<file path="src/rtl/uart_mmio_pkg.sv">
package uart_mmio_pkg;

  localparam int unsigned OFS_TXDATA = 32'h0;
  localparam int unsigned OFS_RXDATA = 32'h4;
  localparam int unsigned OFS_STATUS = 32'h8;
  localparam int unsigned FRAME_BITS = 10;

  typedef enum logic [1:0] {
    RX_IDLE,
    RX_START,
    RX_DATA,
    RX_STOP
  } rx_state_e;

  // Nearest integer clocks per serial bit.
  function automatic int unsigned bit_clocks(int unsigned clk_hz, int unsigned baud);
    return (clk_hz + baud / 2) / baud;
  endfunction

  // Full serial frame, bit 0 goes out first.
  function automatic logic [FRAME_BITS-1:0] frame_of(logic [7:0] b);
    return {1'b1, b, 1'b0};
  endfunction

endpackage

</file>
<file path="src/rtl/uart_tx_shifter.sv">
module uart_tx_shifter #(
  parameter int unsigned BIT_CLKS = 434
) (
  input  logic       clk,
  input  logic       rst,
  input  logic       load,
  input  logic [7:0] data,
  output logic       busy,
  output logic       txd
);
  import uart_mmio_pkg::*;

  localparam int unsigned CNT_W = (BIT_CLKS > 1) ? $clog2(BIT_CLKS) : 1;
  localparam int unsigned IDX_W = $clog2(FRAME_BITS);

  logic [FRAME_BITS-1:0] shreg;
  logic [IDX_W-1:0]      bit_idx;
  logic [CNT_W-1:0]      tick_cnt;
  logic                  bit_end;

  assign bit_end = (tick_cnt == CNT_W'(BIT_CLKS - 1));

  always_ff @(posedge clk) begin
    if (rst) begin
      busy     <= 1'b0;
      shreg    <= '1;
      bit_idx  <= '0;
      tick_cnt <= '0;
    end else if (!busy) begin
      if (load) begin
        shreg    <= frame_of(data);
        busy     <= 1'b1;
        bit_idx  <= '0;
        tick_cnt <= '0;
      end
    end else if (bit_end) begin
      tick_cnt <= '0;
      shreg    <= {1'b1, shreg[FRAME_BITS-1:1]};
      if (bit_idx == IDX_W'(FRAME_BITS - 1)) begin
        busy <= 1'b0;
      end else begin
        bit_idx <= bit_idx + 1'b1;
      end
    end else begin
      tick_cnt <= tick_cnt + 1'b1;
    end
  end

  assign txd = busy ? shreg[0] : 1'b1;

endmodule

</file>
<file path="src/rtl/uart_rx_sampler.sv">
module uart_rx_sampler #(
  parameter int unsigned BIT_CLKS = 434
) (
  input  logic       clk,
  input  logic       rst,
  input  logic       rxd_async,
  output logic       byte_valid,
  output logic [7:0] byte_data
);
  import uart_mmio_pkg::*;

  localparam int unsigned CNT_W = (BIT_CLKS > 1) ? $clog2(BIT_CLKS) : 1;
  localparam int unsigned HALF  = BIT_CLKS / 2;

  logic [1:0]       sync_q;
  logic             line;
  rx_state_e        state;
  logic [CNT_W-1:0] tick_cnt;
  logic [2:0]       bit_idx;
  logic [7:0]       shreg;
  logic             mid_start;
  logic             bit_end;

  assign line      = sync_q[1];
  assign mid_start = (tick_cnt == CNT_W'(HALF - 1));
  assign bit_end   = (tick_cnt == CNT_W'(BIT_CLKS - 1));

  always_ff @(posedge clk) begin
    if (rst) begin
      sync_q <= 2'b11;
    end else begin
      sync_q <= {sync_q[0], rxd_async};
    end
  end

  always_ff @(posedge clk) begin
    if (rst) begin
      state      <= RX_IDLE;
      tick_cnt   <= '0;
      bit_idx    <= '0;
      shreg      <= '0;
      byte_valid <= 1'b0;
    end else begin
      byte_valid <= 1'b0;
      case (state)
        RX_IDLE: begin
          tick_cnt <= '0;
          if (!line) state <= RX_START;
        end
        RX_START: begin
          if (mid_start) begin
            tick_cnt <= '0;
            bit_idx  <= '0;
            state    <= line ? RX_IDLE : RX_DATA;
          end else begin
            tick_cnt <= tick_cnt + 1'b1;
          end
        end
        RX_DATA: begin
          if (bit_end) begin
            tick_cnt <= '0;
            shreg    <= {line, shreg[7:1]};
            bit_idx  <= bit_idx + 1'b1;
            if (bit_idx == 3'd7) state <= RX_STOP;
          end else begin
            tick_cnt <= tick_cnt + 1'b1;
          end
        end
        default: begin
          if (bit_end) begin
            tick_cnt   <= '0;
            byte_valid <= line;
            state      <= RX_IDLE;
          end else begin
            tick_cnt <= tick_cnt + 1'b1;
          end
        end
      endcase
    end
  end

  assign byte_data = shreg;

endmodule

</file>
<file path="src/rtl/uart_rx_queue.sv">
module uart_rx_queue #(
  parameter int unsigned DW    = 8,
  parameter int unsigned DEPTH = 16
) (
  input  logic                           clk,
  input  logic                           rst,
  input  logic                           push,
  input  logic [DW-1:0]                  push_data,
  input  logic                           pop,
  output logic [DW-1:0]                  head,
  output logic [$clog2(DEPTH+1)-1:0]     count
);
  localparam int unsigned AW = (DEPTH > 1) ? $clog2(DEPTH) : 1;
  localparam int unsigned CW = $clog2(DEPTH + 1);

  logic [DW-1:0] mem [DEPTH];
  logic [AW-1:0] wr_ptr;
  logic [AW-1:0] rd_ptr;
  logic          full;
  logic          empty;
  logic          do_push;
  logic          do_pop;

  function automatic logic [AW-1:0] next_ptr(logic [AW-1:0] p);
    return (p == AW'(DEPTH - 1)) ? '0 : p + 1'b1;
  endfunction

  assign full    = (count == CW'(DEPTH));
  assign empty   = (count == '0);
  assign do_push = push && !full;
  assign do_pop  = pop && !empty;

  always_ff @(posedge clk) begin
    if (do_push) mem[wr_ptr] <= push_data;
  end

  always_ff @(posedge clk) begin
    if (rst) begin
      wr_ptr <= '0;
      rd_ptr <= '0;
      count  <= '0;
    end else begin
      if (do_push) wr_ptr <= next_ptr(wr_ptr);
      if (do_pop)  rd_ptr <= next_ptr(rd_ptr);
      case ({do_push, do_pop})
        2'b10:   count <= count + 1'b1;
        2'b01:   count <= count - 1'b1;
        default: count <= count;
      endcase
    end
  end

  assign head = empty ? '0 : mem[rd_ptr];

endmodule

</file>
<file path="src/rtl/uart_mmio.sv">
module uart_mmio #(
  parameter int unsigned CLK_HZ     = 50_000_000,
  parameter int unsigned BAUD       = 115_200,
  parameter int unsigned FIFO_DEPTH = 16,
  parameter int unsigned ADDR_W     = 4
) (
  input  logic              clk,
  input  logic              rst,
  input  logic [ADDR_W-1:0] bus_addr,
  input  logic              bus_wr,
  input  logic [31:0]       bus_wdata,
  input  logic              bus_rd,
  output logic [31:0]       bus_rdata,
  input  logic              uart_rxd,
  output logic              uart_txd
);
  import uart_mmio_pkg::*;

  localparam int unsigned BIT_CLKS = bit_clocks(CLK_HZ, BAUD);
  localparam int unsigned FCW      = $clog2(FIFO_DEPTH + 1);

  // Named events for the bound checker.
  logic           sel_tx;
  logic           sel_rx;
  logic           sel_st;
  logic           tx_load;
  logic           tx_busy;
  logic           rx_valid;
  logic [7:0]     rx_byte;
  logic           rx_pop;
  logic [7:0]     fifo_head;
  logic [FCW-1:0] fifo_count;
  logic           fifo_nonempty;
  wire            unused_wdata_hi = ^bus_wdata[31:8];

  assign sel_tx        = (bus_addr == ADDR_W'(OFS_TXDATA));
  assign sel_rx        = (bus_addr == ADDR_W'(OFS_RXDATA));
  assign sel_st        = (bus_addr == ADDR_W'(OFS_STATUS));
  assign tx_load       = bus_wr && sel_tx && !tx_busy;
  assign rx_pop        = bus_rd && sel_rx;
  assign fifo_nonempty = (fifo_count != '0);

  uart_tx_shifter #(.BIT_CLKS(BIT_CLKS)) i_tx (
    .clk  (clk),
    .rst  (rst),
    .load (tx_load),
    .data (bus_wdata[7:0]),
    .busy (tx_busy),
    .txd  (uart_txd)
  );

  uart_rx_sampler #(.BIT_CLKS(BIT_CLKS)) i_rx (
    .clk        (clk),
    .rst        (rst),
    .rxd_async  (uart_rxd),
    .byte_valid (rx_valid),
    .byte_data  (rx_byte)
  );

  uart_rx_queue #(.DW(8), .DEPTH(FIFO_DEPTH)) i_fifo (
    .clk       (clk),
    .rst       (rst),
    .push      (rx_valid),
    .push_data (rx_byte),
    .pop       (rx_pop),
    .head      (fifo_head),
    .count     (fifo_count)
  );

  always_ff @(posedge clk) begin
    if (rst || !bus_rd) begin
      bus_rdata <= '0;
    end else if (sel_rx) begin
      bus_rdata <= {24'd0, fifo_head};
    end else if (sel_st) begin
      bus_rdata <= {30'd0, fifo_nonempty, tx_busy};
    end else begin
      bus_rdata <= '0;
    end
  end

endmodule

</file>
<file path="config.mk">
export PLATFORM = sky130hd
export DESIGN_NAME = uart_mmio
export DESIGN_NICKNAME = d
export VERILOG_FILES = /design/src/rtl/uart_mmio_pkg.sv /design/src/rtl/uart_tx_shifter.sv /design/src/rtl/uart_rx_sampler.sv /design/src/rtl/uart_rx_queue.sv /design/src/rtl/uart_mmio.sv
export SDC_FILE = /design/constraint.sdc
export NUM_CORES = 1
export LEC_CHECK = 0
export BUFFER_PORTS_ARGS = -buffer_cell sky130_fd_sc_hd__buf_2
export CAP_MARGIN = 20
export CORE_ASPECT_RATIO = 1.5
export CORE_MARGIN = 2
export CORE_UTILIZATION = 45
export CTS_BUF_LIST = sky130_fd_sc_hd__clkbuf_8
export CTS_CLUSTER_DIAMETER = 120
export DETAILED_ROUTE_END_ITERATION = 10
export SKIP_CTS_REPAIR_TIMING = 1
export SYNTH_ARGS = -nofsm -noshare
export SYNTH_HDL_FRONTEND = slang
export SYNTH_HIERARCHICAL = 1
export SYNTH_SLANG_ARGS = --single-unit
</file>
<file path="constraint.sdc">
create_clock -name clk -period 4.7 [get_ports clk]
set_clock_uncertainty 0.1 [all_clocks]
set_input_delay 0.705 -clock clk [delete_from_list [all_inputs] [get_ports clk]]
set_output_delay 0.705 -clock clk [all_outputs]
set_load 0.005 [all_outputs]
</file>
== Word level (Yosys, flattened, before mapping) ==
Memory sizes are Yosys's and may differ from the RTL's. A register that Yosys moved wholly into a read port is not among the register bits.
Index checks and enable logic that the tools add are counted.
Cells by class
  $add $sub $neg: 8
  equality and inequality tests: 20
  muxes and demuxes: 38
  bitwise gates (word level): 1
  reductions and logical operators: 25
Operators by type and width (number)
  $mux W9: 5
  $mux W4: 8
  $mux W10: 3
  $add A9 B1 Y9 const B: 2
  $eq A9 B9 Y1 const B: 2
  $pmux W9 S2: 1
  $eq A4 B4 Y1 const B: 4
  $mux W8: 2
  $mux W2: 7
  $add A4 B1 Y4 const B: 3
  $pmux W5 S2: 1
  $eq A9 B8 Y1 const B: 1
  $mux W1: 7
  $mux W3: 2
  $ne A2 B1 Y1 const B: 3
  $ne A2 B2 Y1 const B: 3
  $pmux W2 S3: 1
  $pmux W3 S2: 1
  $reduce_and A3 Y1: 2
  $reduce_bool A2 Y1: 3
  $add A5 B1 Y5 const B: 1
  $eq A5 B5 Y1 const B: 1
  $logic_and A1 B1 Y1: 5
  $logic_not A5 Y1: 1
  other kinds (17): 23
Word-level totals
  flip-flop bits (word level): 94
  bits in writable memories: 128
  output and inout bits: 33
  word-level logic and storage cells: 108
  memories: 1
Memory list
  i_fifo.mem: words 16, width 8, read ports 1, clocked after Yosys merged registers in 1, wr ports 1, line uart_rx_queue.sv:16  | logic [DW-1:0] mem [DEPTH];

== Depth between registers and ports, before layout ==
Gate-level depths: netlist (run 1).
  depth after elaboration: 5
  depth in mapped cells: 13

== Cells and area by module ==
The synthesis (run 1) kept the hierarchy.
Modules (own cells, without submodules)
  uart_rx_queue: instances 1, cells an instance 314, area an instance 5868.1 um^2, seq. area each 4184.0 um^2
  uart_rx_sampler: instances 1, cells an instance 122, area an instance 1186.1 um^2, seq. area each 500.5 um^2
  uart_tx_shifter: instances 1, cells an instance 132, area an instance 1171.1 um^2, seq. area each 460.4 um^2
  uart_mmio: instances 1, cells an instance 53, area an instance 483.0 um^2, seq. area each 160.2 um^2

== Least setup slack after synthesis (run 1) ==
No wires, ideal clock.
  path type: input to register
  start: input bus_addr[2]
  end: register i_fifo.count[4]
  setup time: 0.121 ns
  arrival time: 3.022 ns
  required time: 4.479 ns
  setup slack: 1.458 ns
  cell stages on the path: 12
  cell sequence: nor2b_1 and3_1 a21boi_1 ha_1 clkbuf_1 xor2_1 ha_1 nor2_1 nand3_1 a21oi_1 nor3_1 mux2_2
Between the ends
  longest elaborated chain between the ends: 5
  elaborated cells between the ends (all ways): 7
  classes of those cells: 3 x eq/ne; 1 x mux; 3 x reduce/logical
Ends and longest elaborated chain
  start, declared: line uart_mmio.sv:9  | input logic [ADDR_W-1:0] bus_addr,
  $eq A4 B3 Y1 (*): line uart_mmio.sv:37  | assign sel_rx = (bus_addr == ADDR_W'(OFS_RXDATA));
  $logic_and A1 B1 Y1 (*): line uart_mmio.sv:40  | assign rx_pop = bus_rd && sel_rx;
  named net rx_pop: line uart_mmio.sv:30  | logic rx_pop;
  $logic_and A1 B1 Y1 (*): line uart_rx_queue.sv:31  | assign do_pop = pop && !empty;
  named net i_fifo.do_pop: line uart_rx_queue.sv:22  | logic do_pop;
  $eq A2 B1 Y1 / $eq A2 B2 Y1 (equally long branches): line uart_rx_queue.sv:45  | case ({do_push, do_pop})
  $pmux W5 S2 / $reduce_bool A2 Y1 (equally long branches)
  end signal, assigned: line uart_rx_queue.sv:46  | 2'b10: count <= count + 1'b1;
  end signal, assigned: line uart_rx_queue.sv:47  | 2'b01: count <= count - 1'b1;
  end signal, assigned: line uart_rx_queue.sv:48  | default: count <= count;
  end, declared: line uart_rx_queue.sv:11  | output logic [$clog2(DEPTH+1)-1:0] count
Mark *: on every way through the listed nets, which the timed path passes. The rest lies on a longest branch.
A chain may end at the register's enable or synchronous reset.

== Final worst setup path (run 1) ==
  start: input bus_addr[3]
  end: register i_fifo.count[4]
The elaborated chain is that of the path after synthesis.

==> results.ini, run 1 <==
[setup_path]
ff2ff_setup_slack_ns = 1.63
worst_path_dominant_cell_family = simple AND/OR/NAND/NOR gates
crit_path_end_kind = flip-flop
worstPathMaxFanout = 8
cp.depth = 12
timing.setup.critical_path_class = in2reg
cp_data_required_time_ns = 5.03
max_stage_delay_ns = 0.58
r2r_cells = 10
timing.critical_path.arrival_ns = 3.54
total_buffers_and_inverters_traversed_by_the_critical_path = 1
critical_path.cell_chain = buf_2, nor2b_1, and3_1, a21boi_1, ha_1, xor2_1, ha_1, nor2_1, nand3_1, a21oi_1, nor3_1, mux2_2
crit_path_frequent_cell = ha_1
worstSetupStartpointType = primary input
worst_path_max_delay_cell = a21boi_1

[drt]
drt_iter0_drcs = 265
routed_wl_mm = 15.9
drtPass1Iterations = 4
dr_vias_cell = 5.27
route.antenna.remaining_nets = 0
residual_drc = 0
routed-via-count = 4935
avgRoutedWirePerCell_um = 17.0

[clock_network]
cts.htree.levels = 1
cts_tree = done
worstSkewPairLatency_ns = 0.55
clkSinkCount = 201
cts_inserted_buffers = 30
clkSlewWorstSetupHoldPaths_ns = 0.06
cts_root_buf = clkbuf_8
cts-root-to-sink-buffers = 3

[timing]
setup_viol_count_final = 0
final-hold-violation-count = 0
worstMarginPinSlew_ns = 0.879
report.final.slew_viol_count = 0
fmaxAchievable_mhz = 311
grt_setup_unrepaired = no
fin_crit_sh_pct = 68.4
crit_path_time_final_ns = 3.21
max-slew-margin-rel_pct = 41.4
setup-tns-final_ns = 0
final.hold.worst_slack_ns = 0.248

[global_routing]
track_usage_pct = 15.9
first_global_vias = 5147
grt_antenna_before_repair = 0
pin_count_of_the_biggest_net_entering_global_routing = 46
grt_first_pass_wirelength_mm = 26.2
grt_overflow_total = 0

[layout]
final_util_pct = 50.3
num-nets-final = 718
final.fill_count = 1648
finished_layout_cell_area_um2 = 9590
areaGrowthSynthToFinish_pct = 10.2
instances_no_fill = 937
antennaDiodeCount = 0
drive_above_1_share_pct = 19.8

[synth]
synth.avg_cell_area_um2 = 14.0
synth_area_in_xor_xnor_pct = 1.51
edff_count_synth = 128
ys_seq_elements = 201
synth.top_cells.by_area = edfxtp_1 (44%), dfxtp_1 (17%), mux4_2 (10%)
post_synth_fa_ha_maj_area_fraction_pct = 2.87
synth-warning-count = 6
synth.cell_area_um2 = 8710
synth_async_sr_flop_share_pct = 0
synth_top_family_by_area = simple AND/OR/NAND/NOR gates
muxShareOfSynthArea_pct = 12.1
yosys.area_share.simple_pct = 12.4
netlist-cell-type-count = 71
synth_flop_cell = edfxtp_1
synthesis.instances = 621
yosysSeqAreaShare_pct = 60.9
synth_compound_area_share_pct = 5.95
synth.top_cell.area_share_pct = 44.1
yosys.cell_count.top_type = edfxtp_1
synth_top_area_cell = edfxtp_1
netlist_top_cells_count = edfxtp_1 (128), dfxtp_1 (73), nor2_1 (64)

[floorplanning]
core-area_um2 = 19100
dieArea_um2 = 20500
pin_count = 74
die_height_um = 174
rows = 62
initial_utilization_pct = 45.6
dieWidth_um = 118

[outcome]
outcome = finished, final reports clean

[place]
gp_congestion = 0.763
port_buffers = 25
hpwl_mm = 11.2
dp.cells = 881
placed_cell_area_um2 = 8980

[run]
maxCapViolations = 0

[power]
highest_ir_drop_seen_on_vdd_v = 0.000303
power.density_nw_per_um2 = 355
power_leakage_nw = 3.35

[worst_hold_path]
hold_depth = 2
min_path_type = in2reg

==> stage by stage <==
stage	total power [W]	worst slack (ns)
after floorplan	0.00201	1.46
after global routing	0.00354	1.23
final	0.00341	1.49
after CTS	0.00345	1.50
after global placement	0.00201	1.04
after detailed placement	0.00202	0.934
==> power breakdown <==
| part | total [W] | internal, W | switching [W] | leakage (nW) |
|---|---|---|---|---|
| Clock | 0.00142 | 0.000781 | 0.000643 | 0.342 |
| Sequential | 0.00187 | 0.00186 | 0.0000102 | 1.78 |
| Combinational | 0.000106 | 0.0000426 | 0.0000630 | 1.23 |
| Total | 0.00341 | 0.00269 | 0.000717 | 3.35 |
==> sequential cells by signal (all words and copies together), names as in the netlist, named ones only <==
signal,count
i_rx/byte_data,8
i_tx/busy,1
i_fifo/rd_ptr,4
i_tx/shreg,9
i_rx/byte_valid,1
i_rx/tick_cnt,9
i_tx/tick_cnt,9
i_fifo/wr_ptr,4
i_tx/bit_idx,4
i_fifo/count,5
i_fifo/mem,128
i_rx/state,2
i_rx/sync_q,2
bus_rdata,8
i_rx/bit_idx,3
==> worst paths after layout <==
kind / start / to
hold reg to reg: i_rx/sync_q[0] / i_rx/sync_q[1]
setup reg to reg: i_fifo/count[1] / i_fifo/count[4]
setup / recovery: bus_addr[3] / i_fifo/count[4]
hold / removal: uart_rxd / i_rx/sync_q[0]
==> layout by cell type, fill, tap and decap left out, drive strengths merged, types with 4 or more instances in the layout <==
cell and instances:
and2 7, o21ai 5, nand3 13, nand4b 5
conb 24, ha 20, xor2 8, o22ai 7
dfxtp 73, nand2 23, nor2 64, clkbuf 31
inv 21, a31oi 7, nor2b 15, clkinv 15
nor3 28, nand2b 10, xnor2 7, buf 32
edfxtp 128, a21oi 16, mux4 40, mux2i 13
or2 4, o21bai 9
==> per-layer routing <==
| layer | up-vias | part of all wire, % | global-route usage, % |
|---|---|---|---|
| li1 | 2362 | - | - |
| met1 | 2434 | 38 | 16.7 |
| met2 | 106 | 56 | 31.2 |
| met3 | 33 | 3.9 | 2.79 |
| met4 | 0 | 2.5 | 5.72 |
| met5 | - | 0 | 0 |
==> cells by family after synthesis <==
logic type | count (synthesis)
AND/OR/NAND/NOR | 194
XOR/XNOR | 15
adder cells (fa/ha/maj) | 20
multiplexers | 55
flip-flops | 201
buffers and inverters | 65
other | 1
AO/OA/AOI/OAI | 70
==> layout make-up <==
cell class	instances	area [um2]	share of cell area, %
Multi-Input combinational cell	378	3120	32.6
Inverter	14	52.6	0.548
Clock buffer	31	427	4.45
Sequential cell	201	5310	55.3
Clock inverter	25	186	1.94
Tap cell	256	320	3.34
Timing Repair Buffer	32	178	1.85
==> worst register-to-register path, delay by kind of cell, from the launching register on <==
family / cells / cell delay (ns)
xor gates and xnor gates: 1 / 0.18
AOI/OAI and AO/OA: 2 / 0.62
DFF: 1 / 0.55
adders and majority gates: 2 / 0.71
and+or+nand+nor: 4 / 0.46
muxes: 1 / 0.36
No activity file was read; power rests on OpenSTA's default activity.
==> run 2, diff against run 1 <==
==> constraint.sdc (replaced) <==
create_clock -name clk -period 3.15 [get_ports clk]
set_clock_uncertainty 0.1 [all_clocks]
set_input_delay 0.4725 -clock clk [delete_from_list [all_inputs] [get_ports clk]]
set_output_delay 0.4725 -clock clk [all_outputs]
set_load 0.005 [all_outputs]
==> results.ini, run 2 (synthesized netlist as in run 1, its figures left out) <==
[outcome]
outcome = finished, final reports clean

[global_routing]
grt_first_pass_wirelength_mm = 26.2  ; +0.26%
track_usage_pct = 16.1  ; +0.22 points
grt_antenna_before_repair = 0  ; unchanged
first_global_vias = 5061  ; -1.7%
pin_count_of_the_biggest_net_entering_global_routing = 61  ; +33%
grt_overflow_total = 0  ; unchanged

[place]
hpwl_mm = 11.4  ; +1.8%
port_buffers = 25  ; unchanged
gp_congestion = 0.808  ; +5.9%
placed_cell_area_um2 = 9110  ; +1.5%

[clock_network]
cts_tree = done
cts_root_buf = clkbuf_8
cts-root-to-sink-buffers = 3  ; unchanged
worstSkewPairLatency_ns = 0.55  ; about the same
clkSlewWorstSetupHoldPaths_ns = 0.06  ; about the same
cts_inserted_buffers = 30  ; unchanged
clkSinkCount = 201  ; unchanged
cts.htree.levels = 1  ; unchanged

[setup_path]
cp_data_required_time_ns = 3.48  ; -1.55 ns
crit_path_end_kind = flip-flop
worstSetupStartpointType = flip-flop
worstPathMaxFanout = 10  ; +2
timing.critical_path.arrival_ns = 3.10  ; -0.44 ns
timing.setup.critical_path_class = reg2reg

[power]
power_leakage_nw = 3.51  ; +4.9%
p_total_w = 0.00551  ; +62%
fraction_of_power_spent_switching_nets_pct = 19.9  ; -1.2 points
pwr-share-seq_pct = 50.7  ; -4.4 points
highest_ir_drop_seen_on_vdd_v = 0.000477  ; +57%
power_report.internal_total_w = 0.00442  ; +64%
net-switching-power_w = 0.00110  ; +53%
power.density_nw_per_um2 = 558  ; +57%
share_comb_of_total_power_pct = 2.9  ; -0.2 points
clock_power_share_pct = 46.3  ; +4.5 points

[timing]
report.final.slew_viol_count = 0  ; unchanged
final.hold.worst_slack_ns = 0.0981  ; -0.150 ns
crit_path_time_final_ns = 2.77
setup-tns-final_ns = 0  ; unchanged
final-hold-violation-count = 0  ; unchanged
worstMarginPinSlew_ns = 0.698  ; -0.180 ns
fin_crit_sh_pct = 88.0
fmaxAchievable_mhz = 361
grt_setup_unrepaired = no
setup_viol_count_final = 0  ; unchanged
max-slew-margin-rel_pct = 53.4  ; +12 points

[floorplanning]
dieArea_um2 = 20500  ; unchanged
rows = 62  ; unchanged
dieWidth_um = 118  ; unchanged
die_height_um = 174  ; unchanged
initial_utilization_pct = 45.6  ; unchanged
pin_count = 74  ; unchanged
core-area_um2 = 19100  ; unchanged

[layout]
commonest_cells_after_routing_fill_and_taps_aside = edfxtp_1 (128), dfxtp_1 (72), nor2_1 (64)
final_util_pct = 51.7  ; +1.5 points
largest_register_ff_count = 128  ; unchanged
num-nets-final = 737  ; +2.6%
largest_register = i_fifo/mem
drive_above_1_share_pct = 22.9  ; +3.0 points
finished_layout_cell_area_um2 = 9870  ; +2.9%
antennaDiodeCount = 0  ; unchanged
layout.cells.most_common = edfxtp_1
areaGrowthSynthToFinish_pct = 13.4

[drt]
drtPass1Iterations = 4  ; unchanged
dr_vias_cell = 5.24  ; -0.56%
routed-via-count = 5007  ; +1.5%
avgRoutedWirePerCell_um = 17.2  ; +1.4%
drt_iter0_drcs = 266  ; +0.38%
routed_wl_mm = 16.5  ; +3.5%
residual_drc = 0  ; unchanged
route.antenna.remaining_nets = 0  ; unchanged

[worst_hold_path]
min_path_type = in2reg

[run]
maxCapViolations = 0  ; unchanged

## run 2: layer usage
metal,up-vias,global-route usage (%),routed length [um]
met3,27,2.66,704
li1,2406,-,-
met4,0,5.82,368
met2,113,30.7,9020
met1,2461,17.9,6370
met5,-,0,0
## run 2: per-stage QoR
step,instances,setup slack (ns)
detailed placement,899,0.191
finish,956,0.379
floorplan,644,0.140
global route,956,0.223
global placement,899,0.230
CTS,955,0.377
## run 2: cell type report
type / count / area [um2]
well taps: 256 / 320
inverters: 14 / 52.6
fillers: 1648 / 9210
clock inverters: 22 / 280
multi-input cells: 378 / 3120
clock buffers: 34 / 468
flip-flops and latches: 201 / 5310
repair buffers: 51 / 323
## run 2: final timing paths
check                                     start         endpoint  slack (ns)  cells past startpoint
worst min-delay path               bus_wdata[7]    i_tx/shreg[8]         0.1                      3
worst max-delay path            i_fifo/count[0]  i_fifo/count[4]        0.38                     11
worst min register to register   i_rx/sync_q[0]   i_rx/sync_q[1]        0.32                      1
worst max register to register  i_fifo/count[0]  i_fifo/count[4]        0.38                     11
## run 2: worst max-delay path: stages, from the launching register on
cell and delay [ns]:
dfxtp_1 0.51, nor4_4 0.12, a21boi_2 0.41, inv_1 0.09, ha_1 0.23, xor2_1 0.14, ha_1 0.25, nor2_1 0.06
nand3_1 0.09, a21oi_1 0.07, nor3_1 0.21, mux2_2 0.36
## run 2: power by group through the flow
stage                     Clock [W]  Combinational, W  Sequential [W]
after floorplan                   0          0.000145         0.00285
after global placement            0          0.000154         0.00285
after detailed placement          0          0.000160         0.00285
after CTS                   0.00263          0.000162         0.00280
after global routing        0.00273          0.000184         0.00280
final                       0.00255          0.000162         0.00280
==> run 3, diff against run 2 <==
--- a/config.mk
+++ b/config.mk
@@ -13,6 +13,7 @@
 export CTS_BUF_LIST = sky130_fd_sc_hd__clkbuf_8
 export CTS_CLUSTER_DIAMETER = 120
 export DETAILED_ROUTE_END_ITERATION = 10
+export MAX_ROUTING_LAYER = met4
 export SKIP_CTS_REPAIR_TIMING = 1
 export SYNTH_ARGS = -nofsm -noshare
 export SYNTH_HDL_FRONTEND = slang
==> constraint.sdc (replaced) <==
create_clock -name clk -period 3.1 [get_ports clk]
set_clock_uncertainty 0.1 [all_clocks]
set_input_delay 0.465 -clock clk [delete_from_list [all_inputs] [get_ports clk]]
set_output_delay 0.465 -clock clk [all_outputs]
set_load 0.005 [all_outputs]
==> results.ini, run 3 (synthesized netlist as in run 1, its figures left out) <==
[global_routing]
first_global_vias = 5248  ; +3.7%
grt_antenna_before_repair = 0  ; unchanged
grt_overflow_total = 0  ; unchanged
grt_first_pass_wirelength_mm = 26.7  ; +1.7%
track_usage_pct = 16.7  ; +0.59 points
pin_count_of_the_biggest_net_entering_global_routing = 51  ; -16%

[floorplanning]
initial_utilization_pct = 45.6  ; unchanged
die_height_um = 174  ; unchanged
rows = 62  ; unchanged
dieArea_um2 = 20500  ; unchanged
core-area_um2 = 19100  ; unchanged
dieWidth_um = 118  ; unchanged
pin_count = 74  ; unchanged

[layout]
commonest_cells_after_routing_fill_and_taps_aside = edfxtp_1 (128), dfxtp_1 (72), nor2_1 (64)
antennaDiodeCount = 0  ; unchanged
num-nets-final = 737  ; unchanged
instances_no_fill = 956  ; unchanged
layout.cells.most_common = edfxtp_1
largest_register = i_fifo/mem
finished_layout_cell_area_um2 = 9750  ; -1.3%
final.fill_count = 1634  ; -0.85%
largest_register_ff_count = 128  ; unchanged
final_util_pct = 51.1  ; -0.66 points
areaGrowthSynthToFinish_pct = 11.9
drive_above_1_share_pct = 21.4  ; -1.4 points

[power]
power.density_nw_per_um2 = 519  ; -7.0%
highest_ir_drop_seen_on_vdd_v = 0.000276  ; -42%
power_leakage_nw = 3.48  ; -0.88%
p_total_w = 0.00506  ; -8.2%

[place]
placed_cell_area_um2 = 9140  ; +0.27%
hpwl_mm = 11.3  ; -0.77%
dp.cells = 899  ; unchanged
gp_congestion = 0.853  ; +5.6%
port_buffers = 25  ; unchanged

[timing]
worstMarginPinSlew_ns = 0.644  ; -0.0539 ns
final-hold-violation-count = 0  ; unchanged
max-slew-margin-rel_pct = 57.0  ; +3.6 points
setup-tns-final_ns = 0  ; unchanged
crit_path_time_final_ns = 2.76  ; -0.00797 ns
fin_crit_sh_pct = 89.1  ; +1.2 points
report.final.slew_viol_count = 0  ; unchanged
setup_viol_count_final = 0  ; unchanged
grt_setup_unrepaired = no
fmaxAchievable_mhz = 362  ; +0.29%

[setup_path]
regToRegStartpoint = i_fifo/count[0]
timing.setup.critical_path_class = reg2reg
worst_setup_path_startpoint = i_fifo/count[0]
worstReg2RegEnd = i_fifo/count[4]
r2r_cells = 11  ; unchanged
worst_path_max_delay_cell = dfxtp_1
critical_path.cell_chain = nor4_4, a21boi_2, inv_1, ha_1, xor2_1, ha_1, nor2_1, nand3_1, a21oi_1, nor3_1, mux2_2
crit_path_frequent_cell = ha_1
crit_path_end_kind = flip-flop
timing.critical_path.arrival_ns = 3.11  ; about the same
max_stage_delay_ns = 0.53  ; +0.02 ns
worstPathMaxFanout = 10  ; unchanged
worstSetupStartpointType = flip-flop
ff2ff_setup_slack_ns = 0.34  ; -0.04 ns
endpoint = i_fifo/count[4]
cp_data_required_time_ns = 3.44  ; -0.04 ns

[run]
maxCapViolations = 0  ; unchanged

[clock_network]
cts_inserted_buffers = 30  ; unchanged
worstSkewPairLatency_ns = 0.55  ; about the same
cts_tree = done
clkSinkCount = 201  ; unchanged
cts.htree.levels = 1  ; unchanged
clkSlewWorstSetupHoldPaths_ns = 0.06  ; about the same
cts-root-to-sink-buffers = 3  ; unchanged
cts_root_buf = clkbuf_8

[drt]
routed_wl_mm = 16.3  ; -1.2%
dr_vias_cell = 5.30  ; +1.3%
drt_iter0_drcs = 241  ; -9.4%
residual_drc = 0  ; unchanged
drtPass1Iterations = 5  ; +1
avgRoutedWirePerCell_um = 17.0  ; -1.2%
routed-via-count = 5070  ; +1.3%
route.antenna.remaining_nets = 0  ; unchanged

[outcome]
outcome = finished, final reports clean

[worst_hold_path]
min_path_type = in2reg
hp-start = bus_wdata[7]

## run 3: worst min-delay path by stage
| stage | endpoint | slack, ns | cells past startpoint |
|---|---|---|---|
| after floorplan | i_rx/sync_q[1] | 0.29 | 1 |
| after global placement | i_rx/sync_q[1] | 0.30 | 1 |
| after detailed placement | i_rx/sync_q[1] | 0.30 | 1 |
| after CTS | i_rx/sync_q[0] | -0.04 | 2 |
| after global routing | i_tx/shreg[8] | 0.03 | 3 |
| final | i_tx/shreg[8] | 0.06 | 3 |
## run 3: metal layers
| metal | part of all wire (%) | global-route usage, % | vias up |
|---|---|---|---|
| met4 | 1.3 | 4.72 | 0 |
| li1 | - | - | 2404 |
| met5 | 0 | - | - |
| met1 | 39 | 17.9 | 2523 |
| met3 | 4.3 | 2.66 | 24 |
| met2 | 56 | 31.6 | 119 |
## run 3: cell type report
cell class	count	area, um2	area share [%]
flip-flops and latches	201	5310	54.4
multi-input cells	378	3120	32.0
clock buffers	38	523	5.37
repair buffers	51	348	3.57
well taps	256	320	3.29
clock inverters	18	73.8	0.757
inverters	14	52.6	0.539
## run 3: critical path, delay by kind of cell (launching register included)
| kind | cells | cell delay [ns] |
|---|---|---|
| flip-flops | 1 | 0.53 |
| adder cells (fa/ha/maj) | 2 | 0.49 |
| AO/OA/AOI/OAI | 2 | 0.48 |
| AND/OR/NAND/NOR | 4 | 0.46 |
| multiplexers | 1 | 0.36 |
| XOR/XNOR | 1 | 0.14 |
| buffers and inverters | 1 | 0.09 |
## run 3: power by group
part           leakage, nW  switching, W  internal, W
sequential            1.78     0.0000156      0.00283
clock                0.367      0.000959      0.00110
combinational         1.34     0.0000981    0.0000651
total                 3.48       0.00107      0.00399
## run 3: per-stage QoR
stage                     setup WS, ns  hold WS (ns)
after floorplan                 0.0977         0.289
after global placement           0.189         0.300
after detailed placement         0.189         0.297
after CTS                        0.379       -0.0381
after global routing             0.142        0.0350
final                            0.337        0.0602
